File: config.mk
export PLATFORM = sky130hd
export DESIGN_NAME = dma_addr_engine
export DESIGN_NICKNAME = d
export VERILOG_FILES = /design/src/rtl/dma_eng_pkg.sv /design/src/rtl/dma_base_regs.sv /design/src/rtl/dma_cur_counter.sv /design/src/rtl/dma_addr_form.sv /design/src/rtl/dma_addr_engine.sv
export SDC_FILE = /design/constraint.sdc
export NUM_CORES = 1
export LEC_CHECK = 0
export ABC_AREA = 1
export CAP_MARGIN = 0
export CORE_UTILIZATION = 40
export CTS_BUF_LIST = sky130_fd_sc_hd__clkbuf_16
export CTS_CLUSTER_DIAMETER = 60
export DETAILED_ROUTE_END_ITERATION = 12
export GPL_ROUTABILITY_DRIVEN = 0
export SLEW_MARGIN = 20
export SYNTH_ARGS = -nofsm -noshare
export SYNTH_HDL_FRONTEND = slang
export SYNTH_SLANG_ARGS = --single-unit
File: constraint.sdc
create_clock -name clk -period 1.7 [get_ports clk]
set_input_delay 0.51 -clock clk [delete_from_list [all_inputs] [get_ports clk]]
set_output_delay 0.51 -clock clk [all_outputs]
set_load 0.005 [all_outputs]
File: src/rtl/dma_eng_pkg.sv
package dma_eng_pkg;
  typedef struct packed {
    logic auto_init;
    logic cascade;
  } dma_mode_t;
endpackage

File: src/rtl/dma_base_regs.sv
module dma_base_regs
  import dma_eng_pkg::*;
#(
  parameter int ADDR_W = 16,
  parameter int CNT_W  = 16,
  parameter int PAGE_W = 8
) (
  input  logic              clk,
  input  logic              rst,
  input  logic              ld_i,
  input  logic [ADDR_W-1:0] addr_i,
  input  logic [CNT_W-1:0]  cnt_i,
  input  logic [PAGE_W-1:0] page_i,
  input  dma_mode_t         mode_i,
  output logic [ADDR_W-1:0] base_addr_q,
  output logic [CNT_W-1:0]  base_cnt_q,
  output logic [PAGE_W-1:0] page_q,
  output dma_mode_t         mode_q
);
  // Start values held for the whole run; page is never touched by the datapath
  always_ff @(posedge clk) begin
    if (rst) begin
      base_addr_q <= '0;
      base_cnt_q  <= '0;
      page_q      <= '0;
      mode_q      <= '0;
    end else if (ld_i) begin
      base_addr_q <= addr_i;
      base_cnt_q  <= cnt_i;
      page_q      <= page_i;
      mode_q      <= mode_i;
    end
  end

  // the page only moves on a load
  p_page_hold_r7: assert property (@(posedge clk) disable iff (rst)
    !ld_i |=> page_q == $past(page_q));
endmodule

File: src/rtl/dma_cur_counter.sv
module dma_cur_counter #(
  parameter int ADDR_W = 16,
  parameter int CNT_W  = 16
) (
  input  logic              clk,
  input  logic              rst,
  input  logic              ld_i,
  input  logic [ADDR_W-1:0] ld_addr_i,
  input  logic [CNT_W-1:0]  ld_cnt_i,
  input  logic [ADDR_W-1:0] base_addr_i,
  input  logic [CNT_W-1:0]  base_cnt_i,
  input  logic              auto_i,
  input  logic              step_i,
  output logic [ADDR_W-1:0] cur_addr_o,
  output logic              wrap_o
);
  logic [ADDR_W-1:0] addr_q;
  logic [CNT_W-1:0]  cnt_q;
  logic              cnt_zero;

  assign cnt_zero   = (cnt_q == '0);
  assign wrap_o     = step_i && !ld_i && cnt_zero;
  assign cur_addr_o = addr_q;

  always_ff @(posedge clk) begin
    if (rst) begin
      addr_q <= '0;
      cnt_q  <= '0;
    end else if (ld_i) begin
      addr_q <= ld_addr_i;
      cnt_q  <= ld_cnt_i;
    end else if (step_i) begin
      if (cnt_zero && auto_i) begin
        addr_q <= base_addr_i;
        cnt_q  <= base_cnt_i;
      end else begin
        addr_q <= addr_q + 1'b1;   // 16-bit wrap, no carry out
        cnt_q  <= cnt_q - 1'b1;    // zero wraps to all ones
      end
    end
  end

  // ordinary step moves address up and count down by one
  p_step_advance_r3: assert property (@(posedge clk) disable iff (rst)
    step_i && !ld_i && !cnt_zero |=>
      addr_q == ADDR_W'($past(addr_q) + 1'b1) && cnt_q == CNT_W'($past(cnt_q) - 1'b1));

  // auto-initialise reload at terminal count
  p_auto_reload_r6: assert property (@(posedge clk) disable iff (rst)
    step_i && !ld_i && cnt_zero && auto_i |=>
      addr_q == $past(base_addr_i) && cnt_q == $past(base_cnt_i));

  // load takes priority over a step
  p_load_wins_cnt_r10: assert property (@(posedge clk) disable iff (rst)
    ld_i |=> addr_q == $past(ld_addr_i) && cnt_q == $past(ld_cnt_i));
endmodule

File: src/rtl/dma_addr_form.sv
module dma_addr_form #(
  parameter bit WORD_MODE = 1'b0,
  parameter int ADDR_W    = 16,
  parameter int PAGE_W    = 8,
  localparam int OUT_W    = PAGE_W + ADDR_W
) (
  input  logic [PAGE_W-1:0] page_i,
  input  logic [ADDR_W-1:0] unit_addr_i,
  output logic [OUT_W-1:0]  byte_addr_o
);
  generate
    if (WORD_MODE) begin : g_word
      logic unused_page_lsb;
      assign unused_page_lsb = page_i[0];
      assign byte_addr_o = {page_i[PAGE_W-1:1], unit_addr_i, 1'b0};
    end else begin : g_byte
      assign byte_addr_o = {page_i, unit_addr_i};
    end
  endgenerate
endmodule

File: src/rtl/dma_addr_engine.sv
module dma_addr_engine
  import dma_eng_pkg::*;
#(
  parameter bit WORD_MODE = 1'b0,
  parameter int ADDR_W    = 16,
  parameter int CNT_W     = 16,
  parameter int PAGE_W    = 8,
  localparam int OUT_W    = PAGE_W + ADDR_W
) (
  input  logic              clk,
  input  logic              rst,
  input  logic              load_i,
  input  logic [ADDR_W-1:0] start_addr_i,
  input  logic [CNT_W-1:0]  start_count_i,
  input  logic [PAGE_W-1:0] page_i,
  input  logic              auto_init_i,
  input  logic              cascade_i,
  input  logic              xfer_done_i,
  output logic [OUT_W-1:0]  addr_o,
  output logic              addr_valid_o,
  output logic              tc_o,
  output logic              done_o
);
  dma_mode_t         mode_in, mode_q;
  logic [ADDR_W-1:0] base_addr_q, cur_addr;
  logic [CNT_W-1:0]  base_cnt_q;
  logic [PAGE_W-1:0] page_q;
  logic [OUT_W-1:0]  formed_addr;
  logic              active_q, done_q, tc_q;
  logic              accept, wrap;

  assign mode_in.auto_init = auto_init_i;
  assign mode_in.cascade   = cascade_i;
  assign accept = xfer_done_i && active_q && !load_i;

  dma_base_regs #(.ADDR_W(ADDR_W), .CNT_W(CNT_W), .PAGE_W(PAGE_W)) u_base (
    .clk(clk), .rst(rst), .ld_i(load_i),
    .addr_i(start_addr_i), .cnt_i(start_count_i), .page_i(page_i), .mode_i(mode_in),
    .base_addr_q(base_addr_q), .base_cnt_q(base_cnt_q), .page_q(page_q), .mode_q(mode_q)
  );

  dma_cur_counter #(.ADDR_W(ADDR_W), .CNT_W(CNT_W)) u_cur (
    .clk(clk), .rst(rst), .ld_i(load_i),
    .ld_addr_i(start_addr_i), .ld_cnt_i(start_count_i),
    .base_addr_i(base_addr_q), .base_cnt_i(base_cnt_q),
    .auto_i(mode_q.auto_init), .step_i(accept),
    .cur_addr_o(cur_addr), .wrap_o(wrap)
  );

  dma_addr_form #(.WORD_MODE(WORD_MODE), .ADDR_W(ADDR_W), .PAGE_W(PAGE_W)) u_form (
    .page_i(page_q), .unit_addr_i(cur_addr), .byte_addr_o(formed_addr)
  );

  always_ff @(posedge clk) begin
    if (rst) begin
      active_q <= 1'b0;
      done_q   <= 1'b0;
      tc_q     <= 1'b0;
    end else begin
      tc_q <= 1'b0;
      if (load_i) begin
        active_q <= !cascade_i;
        done_q   <= 1'b0;
      end else if (wrap) begin
        tc_q   <= 1'b1;
        done_q <= 1'b1;
        if (!mode_q.auto_init) active_q <= 1'b0;
      end
    end
  end

  assign addr_o       = active_q ? formed_addr : '0;
  assign addr_valid_o = active_q;
  assign tc_o         = tc_q;
  assign done_o       = done_q;

  // a terminal-count pulse follows an accepted transfer
  p_tc_after_xfer_r4: assert property (@(posedge clk) disable iff (rst)
    tc_o |-> $past(xfer_done_i) && $past(active_q) && !$past(load_i));

  // single-run terminal count leaves the channel idle and done
  p_idle_after_tc_r5: assert property (@(posedge clk) disable iff (rst)
    tc_o && !mode_q.auto_init |-> !addr_valid_o && done_o);

  // done stays until a load
  p_done_sticky_r5: assert property (@(posedge clk) disable iff (rst)
    done_o && !load_i |=> done_o);

  // a cascade channel never presents addresses
  p_cascade_quiet_r9: assert property (@(posedge clk) disable iff (rst)
    mode_q.cascade |-> !addr_valid_o && !tc_o);

  // load in the same cycle as a transfer suppresses terminal count
  p_load_no_tc_r10: assert property (@(posedge clk) disable iff (rst)
    load_i |=> !tc_o);

  // upper page bits of the output are fixed during a run
  p_page_fixed_r7: assert property (@(posedge clk) disable iff (rst)
    active_q && $past(active_q) && !$past(load_i) |->
      $stable(addr_o[OUT_W-1:ADDR_W+1]));
endmodule

# Yosys cells after proc, flatten, opt, wreduce, memory -nomap -nowiden
# Index checks and enable logic that the tools add are counted.
totals:
  ff_bits: 76
op_classes:
  n_addsub: 2
  n_eq_ne: 1
  muxes: 11
  reduce_logical: 12
op_table:
  columns: ["op", "n"]
  rows:
  - ["$mux 16", 6]
  - ["$mux 24", 1]
  - ["$add 16x1->16 const B", 1]
  - ["$logic_not 16->1", 1]
  - ["$sub 16x1->16 const B", 1]
  - ["$logic_and 1x1->1", 5]
  - ["$mux 1", 4]
  - ["$reduce_bool 2->1", 2]
  - ["$logic_not 1->1", 2]
  - ["$ne 2x2->1 const B", 1]
  - ["$reduce_and 2->1", 1]
  - ["$reduce_or 2->1", 1]

# Logic depth before layout (Yosys ltp)
depth:
  depth_word: 6
  depth_mapped: 11
  depth_no_buf: 10

# Cells and area by module
# Synthesis repeated with hierarchy kept, for this count alone.
unflattened:
  hier_cells: 790
  hier_area_um2: 4907.2
by_module_without_submodules:
  columns: ["mod", "instances", "cells_each", "area_each_um2", "seq_area_each_um2"]
  rows:
  - ["dma_cur_counter", 1, 431, 2695.1, 640.6]
  - ["dma_base_regs", 1, 266, 1702.9, 840.8]
  - ["dma_addr_engine", 1, 69, 329.1, 60.1]
  - ["dma_addr_form", 1, 24, 180.2, 0.0]

# Worst setup path before layout
# No wires, ideal clock.
synth_path:
  path_type: "flip-flop to flip-flop"
  startpoint: "register u_cur.cnt_q[0]"
  endpoint: "register u_cur.cnt_q[3]"
  setup_ns: 0.119
  t_arrival_ns: 1.422
  required_time_ns: 1.581
  setup_slack_ns: 0.159
  path_stages_with_launch: 11
  path_buffers: 1
  cell_sequence: "dfxtp_1 > inv_1 > ha_1 > nand2_4 > nor2_4 > nand3_4 > buf_6 > nand2_2 > o21ai_2 > a21oi_2 > nor2_2"
synth_between:
  elab_chain_cells: 5
synth_rtl:
  columns: ["item", "line_no", "source"]
  rows:
  - ["start, declared", "dma_cur_counter.sv:18", "logic [CNT_W-1:0] cnt_q;"]
  - ["start signal, assigned", "dma_cur_counter.sv:31", "cnt_q <= ld_cnt_i;"]
  - ["start signal, assigned", "dma_cur_counter.sv:35", "cnt_q <= base_cnt_i;"]
  - ["start signal, assigned", "dma_cur_counter.sv:38", "cnt_q <= cnt_q - 1'b1;"]
  - ["branches (longest 2 deep; another with $sub 16x1->16)", null, null]
  - ["$mux 16 *", "dma_cur_counter.sv:33", "if (cnt_zero && auto_i) begin"]
  - ["$mux 16 *", "dma_cur_counter.sv:32", "end else if (step_i) begin"]
  - ["$mux 16 *", "dma_cur_counter.sv:29", "end else if (ld_i) begin"]
# Every way passes the cells marked *. The select of a mux whose other input is x is not followed.
# A chain may end at the register's enable or synchronous reset.

# Final worst setup path
layout_path:
  startpoint: "register active_q (netlist: addr_valid_o)"
  endpoint: "output port addr_o[3]"
layout_between:
  elab_chain_cells: 1
layout_rtl:
  columns: ["item", "line_no", "source"]
  rows:
  - ["start, declared", "dma_addr_engine.sv:29", "logic active_q, done_q, tc_q;"]
  - ["start signal, assigned", "dma_addr_engine.sv:62", "active_q <= !cascade_i;"]
  - ["$mux 24", "dma_addr_engine.sv:72", "assign addr_o = active_q ? formed_addr : '0;"]
  - ["end, declared", "dma_addr_engine.sv:19", "output logic [OUT_W-1:0] addr_o,"]
# Every way passes these cells.

==> flow_summary_export.csv <==
group,metric,value,unit
outcome,status,"completed",
job,maxCapViolations,0,
power,leakage,2.94,nW
setup_path,worst_setup_path_end_kind,"output port",
setup_path,timing.rr.end,"u_cur.cur_addr_o[9]$_SDFFE_PP0P_",
timing,skew,0.00648,ns
routing,viasPerCell,4.89,
timing,fin_ws,0.0212,ns
cts,clk_pin_slew_worst_paths,0.06,ns
place,place_hpwl,8500,um
finish,syn2layout_area_growth,36.9,%
global_route,grt_pass1_vias,4209,
timing,rsz0062_at_grt,"true",
cts,numCtsBuffers,9,
timing,drv_slew,0,
logic_synthesis,synthDistinctLibCells,32,
routing,drc,0,
power,power_frac_comb,0.212,
timing,finalSetupTns,0,ns
floorplan,die_area,11300,um2
finish,utilization,0.570,
place,place_ws,-0.147,ns
setup_path,path_class,"reg2out",
power,p_seq_frac,0.403,
global_route,grtUsageTotal,0.225,
cts,cts.sink_count,76,
finish,layout-drive-gt1-share,0.194,
floorplan,rows,37,
global_route,antenna_found_initial,0,
setup_path,reg2reg_from,"u_cur.cnt_q[1]$_SDFFE_PP0P_",
cts,h-tree-depth,3,
worst_hold_path,hold_class,"reg2reg",
setup_path,startpoint_type,"flop",
power,netSwitchingFraction,0.291,
timing,timing.slew.headroom,0.792,
timing,period_minus_slack,1.68,ns
cts,root_buffer,"clkbuf_16",
finish,layout.nets,832,
routing,vias,4521,
logic_synthesis,yosysSeqAreaShare,0.351,
logic_synthesis,syn_nets,724,
cts,cts_buffer_depth,2,
timing,max_freq,0.596,GHz
place,io_buffers,72,
global_route,grt_max_degree,33,
timing,worst_pin_slew,0.312,ns
routing,wl_per_cell,13.3,um
cts,cts_tree,"built",
setup_path,cp_max_fo,4,
worst_hold_path,whs_endpoint,"done_o$_SDFFE_PP0P_",
power,max-vdd-ir-drop,489,uV
floorplan,initial_core_util,0.417,
power,pwr-share-clk,0.385,
setup_path,required,1.19,ns
floorplan,dieHeight,106,um
finish,layoutNonFillerInstCount,925,
routing,firstDrtPassIters,5,
global_route,grt-ovfl-total,0,
logic_synthesis,synthesis.area,4340,um2
floorplan,die_w,106,um
routing,drt-total-wl,12300,um
power,power.density,835,nW/um2
finish,diodes,0,
routing,drt_iter0_markers,193,
timing,hold_violations,0,
cts,ctsHoldBuffers,0,
logic_synthesis,synth_seq_cells,76,
power,intPower,3.52,mW
logic_synthesis,synth_warnings,0,
power,p_sw,1.44,mW
floorplan,core-area,10400,um2
routing,detail-route-antenna-nets,0,
timing,fin_crit_sh,0.988,
worst_hold_path,hp-start,"done_o$_SDFFE_PP0P_",
cts,clk_latency,0.34,ns
finish,fin_area,5940,um2
place,post-place-cells,901,
global_route,grt_first_pass_wirelength,20300,um
logic_synthesis,synthCells,676,
setup_path,reg2reg_depth,11,
logic_synthesis,postSynthAreaPerCell,6.42,um2
floorplan,io_pins,73,
timing,setup_violations,0,
worst_hold_path,min_path_cells,2,
setup_path,crit_arrival,1.17,ns
setup_path,rrSetupSlack,0.14,ns
place,dpl_cell_area,5540,um2
power by group through the flow:
stage / Combinational [mW] / Clock [mW] / Sequential [mW]
after floorplan: 0.608 / 0 / 2.02
after global placement: 0.994 / 0 / 2.03
after detailed placement: 1.01 / 0 / 2.03
after CTS: 1.04 / 1.94 / 1.99
after global routing: 1.18 / 2.01 / 2.01
final: 1.05 / 1.91 / 2.00
critical path, cell delays in order (launching register included):
cell       delay (ns)
dfxtp_4          0.36
buf_6            0.13
clkbuf_16        0.15
nand2_2          0.04
inv_1            0.03
buf_2            0.11
state kept, by name, summed over array words and instances, names as in the netlist:
name,cells
addr_valid_o,1
done_o,1
tc_o,1
u_base.base_addr_q,16
u_base.base_cnt_q,16
u_base.mode_q,1
u_base.page_q,8
u_cur.cnt_q,16
u_cur.cur_addr_o,16
placed cells by master (no fill, tap or decap), drive strengths merged, types with 6 or more instances in the layout:
master	n
inv	120
a22o	8
dfxtp	76
nor2	56
a21oi	39
clkbuf	20
clkdlybuf4s15	6
xor2	7
nand3b	6
clkdlybuf4s50	46
nand2	204
buf	62
nand4	12
o21ai	42
nand3	53
o22ai	20
worst max-delay path by stage:
stage	startpoint	endpoint	slack, ns	cells past startpoint
after floorplan	u_cur.cnt_q[0]$_SDFFE_PP0P_	u_cur.cnt_q[3]$_SDFFE_PP0P_	0.16	10
after global placement	load_i	u_cur.cur_addr_o[9]$_SDFFE_PP0P_	-0.14	9
after detailed placement	load_i	u_cur.cur_addr_o[9]$_SDFFE_PP0P_	-0.15	9
after CTS	addr_valid_o$_SDFFE_PP0P_	addr_o[15]	-0.21	6
after global routing	addr_valid_o$_SDFFE_PP0P_	addr_o[2]	-0.04	5
final	addr_valid_o$_SDFFE_PP0P_	addr_o[3]	0.02	5
Yosys cell counts:
master      n  area (um2)
nor2_1     45         169
buf_1       3        11.3
inv_1     115         432
xor2_1      7        61.3
a22o_1      8        70.1
buf_6       3        33.8
nand3_1    51         255
nand3_4     1        17.5
nand2_1   194         728
o21ai_0    36         180
xnor2_1     2        17.5
a21oi_1    36         180
nand2_4     1        11.3
nand2_2     9        56.3
nand4_4     1        21.3
clkbuf_1   12        45.0
nor2_8      1        20.0
o22ai_1    20         125
dfxtp_1    76        1520
nand3_2     1        10.0
buf_2      11        55.1
nand4_1    11        68.8
o21ai_2     5        43.8
buf_8       1        15.0
nor2_4      2        22.5
nand3b_1    6        45.0
a21oi_2     3        26.3
nor2_2      8        50.1
ha_1        2        25.0
o21ai_1     1        5.00
inv_2       3        11.3
inv_4       1        6.26
cells by family after synthesis:
| group | synth area share |
|---|---|
| fa+ha+maj | 0.00576 |
| simple gates | 0.340 |
| buf+inv | 0.140 |
| xor+xnor | 0.0182 |
| flops | 0.351 |
| compound gates | 0.145 |
routing by layer:
metal  routed length [um]  global-route usage
met3                  545              0.0337
met5                    0                   0
met2                 6080               0.394
met1                 5410               0.282
met4                  274              0.0734
what timing repair did:
item | in CTS | in global routing
endpoints found under the setup margin | 27 | 53
setup buffers | 4 | 4
cloned | 2 | 1
pin swaps | 0 | 1
gates resized for setup | 56 | 66
per-stage QoR:
| stage | power (mW) | hold WS, ns |
|---|---|---|
| final | 4.96 | 0.460 |
| after global routing | 5.20 | 0.481 |
| after CTS | 4.98 | 0.465 |
| after detailed placement | 3.04 | 0.450 |
| after global placement | 3.02 | 0.447 |
| after floorplan | 2.63 | 0.439 |
area by class of cell:
class / count / area [um2]
multi-input cells: 451 / 2280
clock buffers: 9 / 225
flip-flops and latches: 76 / 1530
inverters: 119 / 452
well taps: 136 / 170
fillers: 1011 / 4480
repair buffers: 127 / 1220
clock inverters: 7 / 68.8
Note: power is estimated with default switching activity, not from simulation.
